==> src/rtl/lfb_pkg.sv <==
package lfb_pkg;
  typedef enum logic [1:0] {
    ST_IDLE  = 2'd0,
    ST_FILL  = 2'd1,
    ST_WRITE = 2'd2
  } lfbState_t;

  // Strobes from control to datapath
  typedef struct packed {
    logic capture;  // latch address and critical index
    logic store;    // store current beat into the next wrapped slot
    logic first;    // current beat is the critical one
  } lfbStrobes_t;
endpackage

==> src/rtl/lfb_ctrl.sv <==
module lfb_ctrl
  import lfb_pkg::*;
#(
  parameter int LINE_WORDS = 8,
  localparam int IDX_W = $clog2(LINE_WORDS)
) (
  input  logic        clk,
  input  logic        rstN,
  input  logic        fillReq,
  input  logic        beatValid,
  input  logic        beatErr,
  output lfbStrobes_t strobes,
  output logic        busy,
  output logic        cacheWrEn
);
  lfbState_t state, stateNext;
  logic [IDX_W-1:0] beatCnt;
  logic errSeen;
  logic lastBeat;

  always_comb begin
    strobes.capture = (state == ST_IDLE) && fillReq;
    strobes.store   = (state == ST_FILL) && beatValid;
    strobes.first   = strobes.store && (beatCnt == '0);
  end

  assign lastBeat  = strobes.store && (beatCnt == IDX_W'(LINE_WORDS - 1));
  assign busy      = (state != ST_IDLE);
  assign cacheWrEn = (state == ST_WRITE);

  always_comb begin
    stateNext = state;
    unique case (state)
      ST_IDLE:  if (strobes.capture) stateNext = ST_FILL;
      ST_FILL:  if (lastBeat) stateNext = (errSeen || beatErr) ? ST_IDLE : ST_WRITE;
      ST_WRITE: stateNext = ST_IDLE;
      default:  stateNext = ST_IDLE;
    endcase
  end

  always_ff @(posedge clk or negedge rstN) begin
    if (!rstN) begin
      state   <= ST_IDLE;
      beatCnt <= '0;
      errSeen <= 1'b0;
    end else begin
      state <= stateNext;
      if (strobes.capture) begin
        beatCnt <= '0;
        errSeen <= 1'b0;
      end else if (strobes.store) begin
        beatCnt <= beatCnt + 1'b1;
        errSeen <= errSeen || beatErr;
      end
    end
  end

  AST_WRITE_PULSE: assert property (@(posedge clk) disable iff (!rstN)
    cacheWrEn |=> !cacheWrEn) else $error("write pulse longer than one cycle");
  AST_BUSY_DROP: assert property (@(posedge clk) disable iff (!rstN)
    cacheWrEn |=> !busy) else $error("busy held after write");
  AST_NO_WRITE_ON_ERR: assert property (@(posedge clk) disable iff (!rstN)
    cacheWrEn |-> !errSeen) else $error("write after errored beat");
  AST_ACCEPT_IDLE: assert property (@(posedge clk) disable iff (!rstN)
    (!busy && fillReq) |=> busy) else $error("idle request not taken");
endmodule

==> src/rtl/lfb_datapath.sv <==
module lfb_datapath
  import lfb_pkg::*;
#(
  parameter int ADDR_W     = 32,
  parameter int WORD_W     = 32,
  parameter int LINE_WORDS = 8,
  localparam int IDX_W  = $clog2(LINE_WORDS),
  localparam int LINE_W = LINE_WORDS * WORD_W
) (
  input  logic              clk,
  input  logic              rstN,
  input  lfbStrobes_t       strobes,
  input  logic [ADDR_W-1:0] fillLineAddr,
  input  logic [IDX_W-1:0]  fillCritIdx,
  input  logic [WORD_W-1:0] beatData,
  input  logic              beatErr,
  output logic              earlyValid,
  output logic [WORD_W-1:0] earlyData,
  output logic              earlyAbort,
  output logic [ADDR_W-1:0] cacheWrAddr,
  output logic [LINE_W-1:0] cacheWrLine
);
  logic [ADDR_W-1:0] lineAddrQ;
  logic [IDX_W-1:0]  slotPtr;
  logic [WORD_W-1:0] words [LINE_WORDS];

  // Slot pointer wraps naturally because LINE_WORDS is a power of two
  always_ff @(posedge clk or negedge rstN) begin
    if (!rstN) begin
      lineAddrQ <= '0;
      slotPtr   <= '0;
    end else if (strobes.capture) begin
      lineAddrQ <= fillLineAddr;
      slotPtr   <= fillCritIdx;
    end else if (strobes.store) begin
      slotPtr <= slotPtr + 1'b1;
    end
  end

  for (genvar i = 0; i < LINE_WORDS; i++) begin : g_word
    always_ff @(posedge clk or negedge rstN) begin
      if (!rstN) words[i] <= '0;
      else if (strobes.store && (slotPtr == IDX_W'(i))) words[i] <= beatData;
    end
    assign cacheWrLine[i*WORD_W +: WORD_W] = words[i];
  end

  always_ff @(posedge clk or negedge rstN) begin
    if (!rstN) begin
      earlyValid <= 1'b0;
      earlyData  <= '0;
      earlyAbort <= 1'b0;
    end else begin
      earlyValid <= strobes.first;
      if (strobes.first) begin
        earlyData  <= beatData;
        earlyAbort <= beatErr;
      end
    end
  end

  assign cacheWrAddr = lineAddrQ;

  AST_EARLY_SINGLE: assert property (@(posedge clk) disable iff (!rstN)
    earlyValid |=> !earlyValid) else $error("early data held");
  AST_ADDR_STABLE: assert property (@(posedge clk) disable iff (!rstN)
    (!strobes.capture && !$isunknown(lineAddrQ)) |=> $stable(cacheWrAddr)) else $error("address moved");
endmodule

==> src/rtl/line_fill_buffer.sv <==
module line_fill_buffer
  import lfb_pkg::*;
#(
  parameter int ADDR_W     = 32,
  parameter int WORD_W     = 32,
  parameter int LINE_WORDS = 8,
  localparam int IDX_W  = $clog2(LINE_WORDS),
  localparam int LINE_W = LINE_WORDS * WORD_W
) (
  input  logic              clk,
  input  logic              rstN,
  input  logic              fillReq,
  input  logic [ADDR_W-1:0] fillLineAddr,
  input  logic [IDX_W-1:0]  fillCritIdx,
  output logic              busy,
  input  logic              beatValid,
  input  logic [WORD_W-1:0] beatData,
  input  logic              beatErr,
  output logic              earlyValid,
  output logic [WORD_W-1:0] earlyData,
  output logic              earlyAbort,
  output logic              cacheWrEn,
  output logic [ADDR_W-1:0] cacheWrAddr,
  output logic [LINE_W-1:0] cacheWrLine
);
  lfbStrobes_t strobes;

  lfb_ctrl #(.LINE_WORDS(LINE_WORDS)) i_ctrl (
    .clk(clk), .rstN(rstN), .fillReq(fillReq), .beatValid(beatValid),
    .beatErr(beatErr), .strobes(strobes), .busy(busy), .cacheWrEn(cacheWrEn)
  );

  lfb_datapath #(.ADDR_W(ADDR_W), .WORD_W(WORD_W), .LINE_WORDS(LINE_WORDS)) i_dp (
    .clk(clk), .rstN(rstN), .strobes(strobes), .fillLineAddr(fillLineAddr),
    .fillCritIdx(fillCritIdx), .beatData(beatData), .beatErr(beatErr),
    .earlyValid(earlyValid), .earlyData(earlyData), .earlyAbort(earlyAbort),
    .cacheWrAddr(cacheWrAddr), .cacheWrLine(cacheWrLine)
  );

  AST_EARLY_NOT_WITH_WRITE: assert property (@(posedge clk) disable iff (!rstN)
    cacheWrEn |-> !earlyValid) else $error("early data during write");
endmodule

==> config.mk <==
export PLATFORM = sky130hd
export DESIGN_NAME = line_fill_buffer
export DESIGN_NICKNAME = d
export VERILOG_FILES = /design/src/rtl/lfb_pkg.sv /design/src/rtl/lfb_ctrl.sv /design/src/rtl/lfb_datapath.sv /design/src/rtl/line_fill_buffer.sv
export SDC_FILE = /design/constraint.sdc
export NUM_CORES = 1
export LEC_CHECK = 0
export CELL_PAD_IN_SITES_DETAIL_PLACEMENT = 1
export CELL_PAD_IN_SITES_GLOBAL_PLACEMENT = 2
export CORE_MARGIN = 4
export CORE_UTILIZATION = 32
export DETAILED_ROUTE_END_ITERATION = 16
export PLACE_DENSITY_LB_ADDON = 0.1
export SLEW_MARGIN = 20
export SYNTH_ARGS = -nofsm -noshare
export SYNTH_HDL_FRONTEND = slang
export SYNTH_SLANG_ARGS = --single-unit
export TNS_END_PERCENT = 20
==> constraint.sdc <==
create_clock -name clk -period 2.2 [get_ports clk]
set_clock_uncertainty 0.05 [all_clocks]
set_input_delay 0.44 -clock clk [delete_from_list [all_inputs] [get_ports clk]]
set_output_delay 0.44 -clock clk [all_outputs]
set_load 0.02 [all_outputs]
; ---- Word level (Yosys, flattened, before mapping)
; Cells that the tools add are included.
[totals]
regBits = 331
latchBits = 0
mem_bits_rw = 0
mem_bits_ro = 0
input_bits = 72
out_inout_bits = 324
elab_cells = 59
mem_count = 0
[classes]
n_addsub = 2
n_mul = 0
div = 0
order_cmp = 0
eq_ne = 12
n_shift = 0
n_mux = 10
bitwise_logic = 0
reduce_logical = 19
[op_table]
columns = cell, count
row1 = 3-bit == test (second input constant), 5
row2 = 1-bit logical AND, 12
row3 = 3-bit 2-to-1 mux, 4
row4 = 3-bit by 1-bit adder with 3-bit output (second input constant), 2
row5 = 3-bit by 2-bit == test with 1-bit output (second input constant), 2
row6 = 3-bit logical NOT, 2
row7 = 2-bit 2-to-1 mux, 3
row8 = 2-bit by 1-bit inequality test with 1-bit output (second input constant), 2
row9 = 2-bit case mux with 2 select lines, 1
row10 = 2-bit nonzero test, 2
row11 = 3-bit by 1-bit == test with 1-bit output (second input constant), 1
row12 = 2-bit by 1-bit == test with 1-bit output (second input constant), 1
row13 = 2-bit == test (second input constant), 1
row14 = 2-bit logical NOT, 1
row15 = 1-bit 2-to-1 mux, 2
row16 = 2-bit AND reduction, 1
row17 = 1-bit logical OR, 1

; ---- Logic depth before layout (Yosys ltp)
[logic_depth]
depth_word = 5
ltp_mapped = 7
ltp_nobuf = 5

; ---- Cells and area by module
; Synthesis repeated with hierarchy kept, for this count alone.
[unflattened]
hier_cells = 745
hier_area_um2 = 12513.3
[by_module_without_submodules]
columns = module, instances, cells_each, area_per_inst_um2, seq_area_each_um2
row1 = lfb_datapath, 1, 706, 12124.1, 8132.8
row2 = lfb_ctrl, 1, 39, 389.1, 150.1

; ---- Worst setup path before layout
; OpenSTA, ideal clock, no wires.
[synth_path]
path_type = register to register
startpoint = register i_dp.slotPtr[0]
endpoint = register i_dp.words, in the netlist i_dp.cacheWrLine[10]
setup_ps = 125
t_arrival_ps = 1516
t_required_ps = 2025
path_slack_ps = 509
stages_incl_launch_ff = 7
path_buffers = 1
period_less_slack_ps = 1691
cell_sequence = dfrtp_1 -> inv_1 -> ha_1 -> nand4b_1 -> nor2_1 -> buf_2 -> mux2_2
[synth_via]
elab_chain_cells = 2
[synth_lines]
columns = element, line_no
row1 = from (decl), lfb_datapath.sv:24  ; logic [IDX_W-1:0] slotPtr;
row2 = from (signal assigned), lfb_datapath.sv:34  ; slotPtr <= fillCritIdx;
row3 = from (signal assigned), lfb_datapath.sv:36  ; slotPtr <= slotPtr + 1'b1;
row4 = 3-bit logical NOT, lfb_datapath.sv:43  ; else if (strobes.store && (slotPtr == IDX_W'(i))) words[i] <= beatData;
row5 = 1-bit logical AND, lfb_datapath.sv:43
row6 = "to (signal, indexed assignment)", lfb_datapath.sv:43
row7 = to (decl), lfb_datapath.sv:25  ; logic [WORD_W-1:0] words [LINE_WORDS];
; Every way passes these cells.
; A chain may end at the register's enable or synchronous reset.

; ---- Worst setup path after layout
[layout_path]
startpoint = register i_ctrl.state[1]
endpoint = output busy
[layout_via]
elab_chain_cells = 1
[layout_lines]
columns = element, line_no
row1 = from (decl), lfb_ctrl.sv:16  ; lfbState_t state, stateNext;
row2 = from (signal assigned), lfb_ctrl.sv:47  ; state <= stateNext;
row3 = 2-bit nonzero test, lfb_ctrl.sv:28  ; assign busy = (state != ST_IDLE);
row4 = to (decl), line_fill_buffer.sv:15  ; output logic busy,
; Every way passes these cells.

==> results by group <==
Run
  – MaxCap Viol Count: 0

STA
  – Slew Viols, Final: 0
  – Setup Viol. Count Final: 0
  – Max Clk Rate: 469 MHz
  – Fin. Hold Viols: 0
  – Min Hold Slack: 0.355 ns
  – Period utilization: 96.9%
  – Period minus WS final: 2.13 ns
  – Worst slew pin tran: 0.512 ns
  – Worst slew margin: 65.9%
  – RSZ-0062 raised after global routing: no

Setup path
  – Crit-path slowest cell: dfrtp_1
  – WP data required: 1.71 ns
  – CP max FO: 8
  – Setup crit end kind: output port
  – Critical path data arrival time: 1.64 ns
  – Nature of the critical path startpoint: register
  – Cell Chain, Critical Path: or2_2 -> dlygate4sd2_1
  – Crit-path max cell delay: 0.46 ns
  – WS Path Type: reg2out
  – Worst path bufs/invs: 1
  – Cell family with most CP delay: flip-flops

GRT
  – Initial antenna violation count: 0
  – Number of global-route vias before repair: 8636
  – GR Util All Layers: 18.0%
  – GRT busiest layer: met2
  – Met2 usage: 29.3%
  – GR Util met1: 22.5%
  – Total gr overflow: 0
  – Largest net degree at the start of global routing: 61
  – Met3 Resource Use GR: 6.97%
  – Global-route wire length before repair: 57.8 mm

Logic synthesis
  – Cell accounting for the most synthesized area: dfrtp_1
  – Top post-synthesis cells by count: 331 x dfrtp_1, 236 x mux2_2, 55 x mux2_1
  – Most frequent cell after synthesis: dfrtp_1
  – Synth Flop Type: dfrtp_1
  – EDFF count, synth: 0
  – Cell variety after synth: 31
  – Synth Instances: 736
  – Area contributors post-synth: dfrtp_1 65%, mux2_2 21%, mux2_1 4.9%
  – Syn_nets: 817
  – Register bit count reported by yosys: 331
  – Sequential share of the synthesized area: 65.4%
  – Share of the synthesized area in the top cell type: 65.4%
  – Warnings, synthesis: 0
  – Avg Inst Size Synth: 17.2 um2
  – Post-synth ARST share: 100%
  – Post-Syn Area: 12700 um2

Die
  – Die height: 207 um
  – Die X: 207 um
  – Site row count: 72
  – Initial cell density of the core: 32.6%
  – I/O pin count: 396
  – Core Region: 38900 um2
  – Die ar.: 42800 um2

Route
  – Final WL: 38.9 mm
  – DR DRC count: 0
  – Starting DRT DRC Count: 286
  – TritonRoute pass-1 iters: 4
  – Vias: 7898
  – Detail Route Antenna Nets: 0
  – DR WL/cell: 22.5 um
  – Drt via density: 4.57

Power and ir drop
  – Clk pwr share: 19.8%
  – Sw frac: 35.2%
  – Combinational Power Share: 47.5%
  – Power Dens Cells: 1740 nW/um2
  – Power share of the sequential group: 32.7%
  – P_int: 21300 uW
  – Leakage: 0.00808 uW
  – Peak VDD IR: 0.000770 V
  – Total Power: 32900 uW
  – Switch Pwr: 11600 uW

CTS
  – Clock transition at path regs: 0.05 ns
  – CTS tree: yes
  – Clock latency on the worst-skew pair: 0.52 ns
  – TritonCTS Buffers: 39
  – Clock buffer depth: 3
  – # clock sinks: 331
  – # H-tree levels: 2
  – Post-CTS Setup Inserts: 0
  – Root Driver: clkbuf_16

Placement
  – I/O Buffers: 395
  – GP Congestion: 0.744
  – HPWL after DPL: 27.5 mm

Finish
  – Layout cells sized above 1: 31.6%
  – Synth-to-Final Area Change: 49.4%
  – Final core area utilization: 48.6%
  – Nets: 1262
  – # diodes: 0

Outcome
  – Status: complete, no violations

Min path
  – Hold Path Class: in2async
## worst reg2reg max path, delay by kind of cell, from the launching register on
family | cells | cell delay [ns]
buffers and inverters | 1 | 0.19
and+or+nand+nor | 2 | 0.76
DFF | 1 | 0.46
muxes | 1 | 0.34
## per-stage QoR
step	instance area (um2)	instances	setup TNS (ns)	setup slack (ns)
after floorplan	12700	736	0	0.509
after global placement	17600	1657	-3.68	-0.0902
after detailed placement	17600	1657	-4.23	-0.109
after CTS	18900	1728	0	0.0119
after global routing	18900	1728	0	0.000824
final	18900	1728	0	0.0688
## path summary, 6_finish.rpt
path / slack (ns) / endpoint / startpoint / depth (start not counted)
setup / recovery: 0.07 / busy / i_ctrl.state[1] / 2
hold / removal: 0.36 / i_dp.cacheWrLine[252] / rstN / 2
setup reg to reg: 0.31 / i_dp.cacheWrLine[64] / i_ctrl.state[1] / 4
hold reg to reg: 0.38 / i_ctrl.state[1] / i_ctrl.errSeen / 1
max in group asynchronous: 0.93 / i_dp.cacheWrAddr[24] / rstN / 3
min in group clk: 0.38 / i_ctrl.state[1] / i_ctrl.errSeen / 1
## placed cells by master, fill, tap and decap left out, types with 6 or more instances in the layout
| cell | Yosys | final |
|---|---|---|
| buf_4 | 12 | 22 |
| clkdlybuf4s50_1 | 0 | 392 |
| mux2_1 | 55 | 55 |
| ha_1 | 9 | 9 |
| clkbuf_16 | 0 | 39 |
| clkbuf_1 | 0 | 10 |
| buf_12 | 0 | 22 |
| mux2_4 | 30 | 30 |
| dfrtp_1 | 331 | 330 |
| mux2_2 | 236 | 236 |
| clkbuf_8 | 0 | 12 |
| inv_1 | 6 | 6 |
## timing repair
action / 4_1_cts / 5_1_grt
endpoints found under the setup margin: 2 / 1
hold endpoints to repair: 39 / 0
hold buffers: 1 / 0
resized for setup: 2 / 1
## per-layer routing
layer / part of all wire, % / vias up
li1: - / 3507
met1: 41 / 4100
met2: 48 / 239
met3: 8.6 / 52
met4: 2.3 / 0
met5: 0 / -
## layout make-up
cell class	instances	area, um2
Clock buffer	61	1180
Clock inverter	9	124
Fill cell	3831	20000
Inverter	6	22.5
Multi-Input combinational cell	363	4100
Sequential cell	331	8280
Tap cell	518	648
Timing Repair Buffer	440	4570
## registers in the layout, indices dropped and copies added (netlist names)
signal            count
i_ctrl.beatCnt        3
i_dp.cacheWrLine    256
i_dp.earlyData       32
i_ctrl.state          2
i_ctrl.errSeen        1
i_dp.slotPtr          3
i_dp.earlyValid       1
i_dp.cacheWrAddr     32
i_dp.earlyAbort       1
## power by group through the flow
stage	logic, uW	clock network, uW	registers (uW)
detailed placement	15900	0	10900
CTS	16000	6750	10800
global placement	15800	0	10800
finish	15700	6510	10800
global route	16500	7070	11200
floorplan	3980	0	14400
## kinds of logic after synthesis
family,after synthesis,share of synthesized area (%)
and+or+nand+nor,24,1.33
muxes,321,29.4
buffers and inverters,42,2.43
DFF,331,65.4
adders and majority gates,9,0.889
AOI/OAI and AO/OA,7,0.425
xor gates and xnor gates,2,0.138
(Power assumes the default switching activity.)
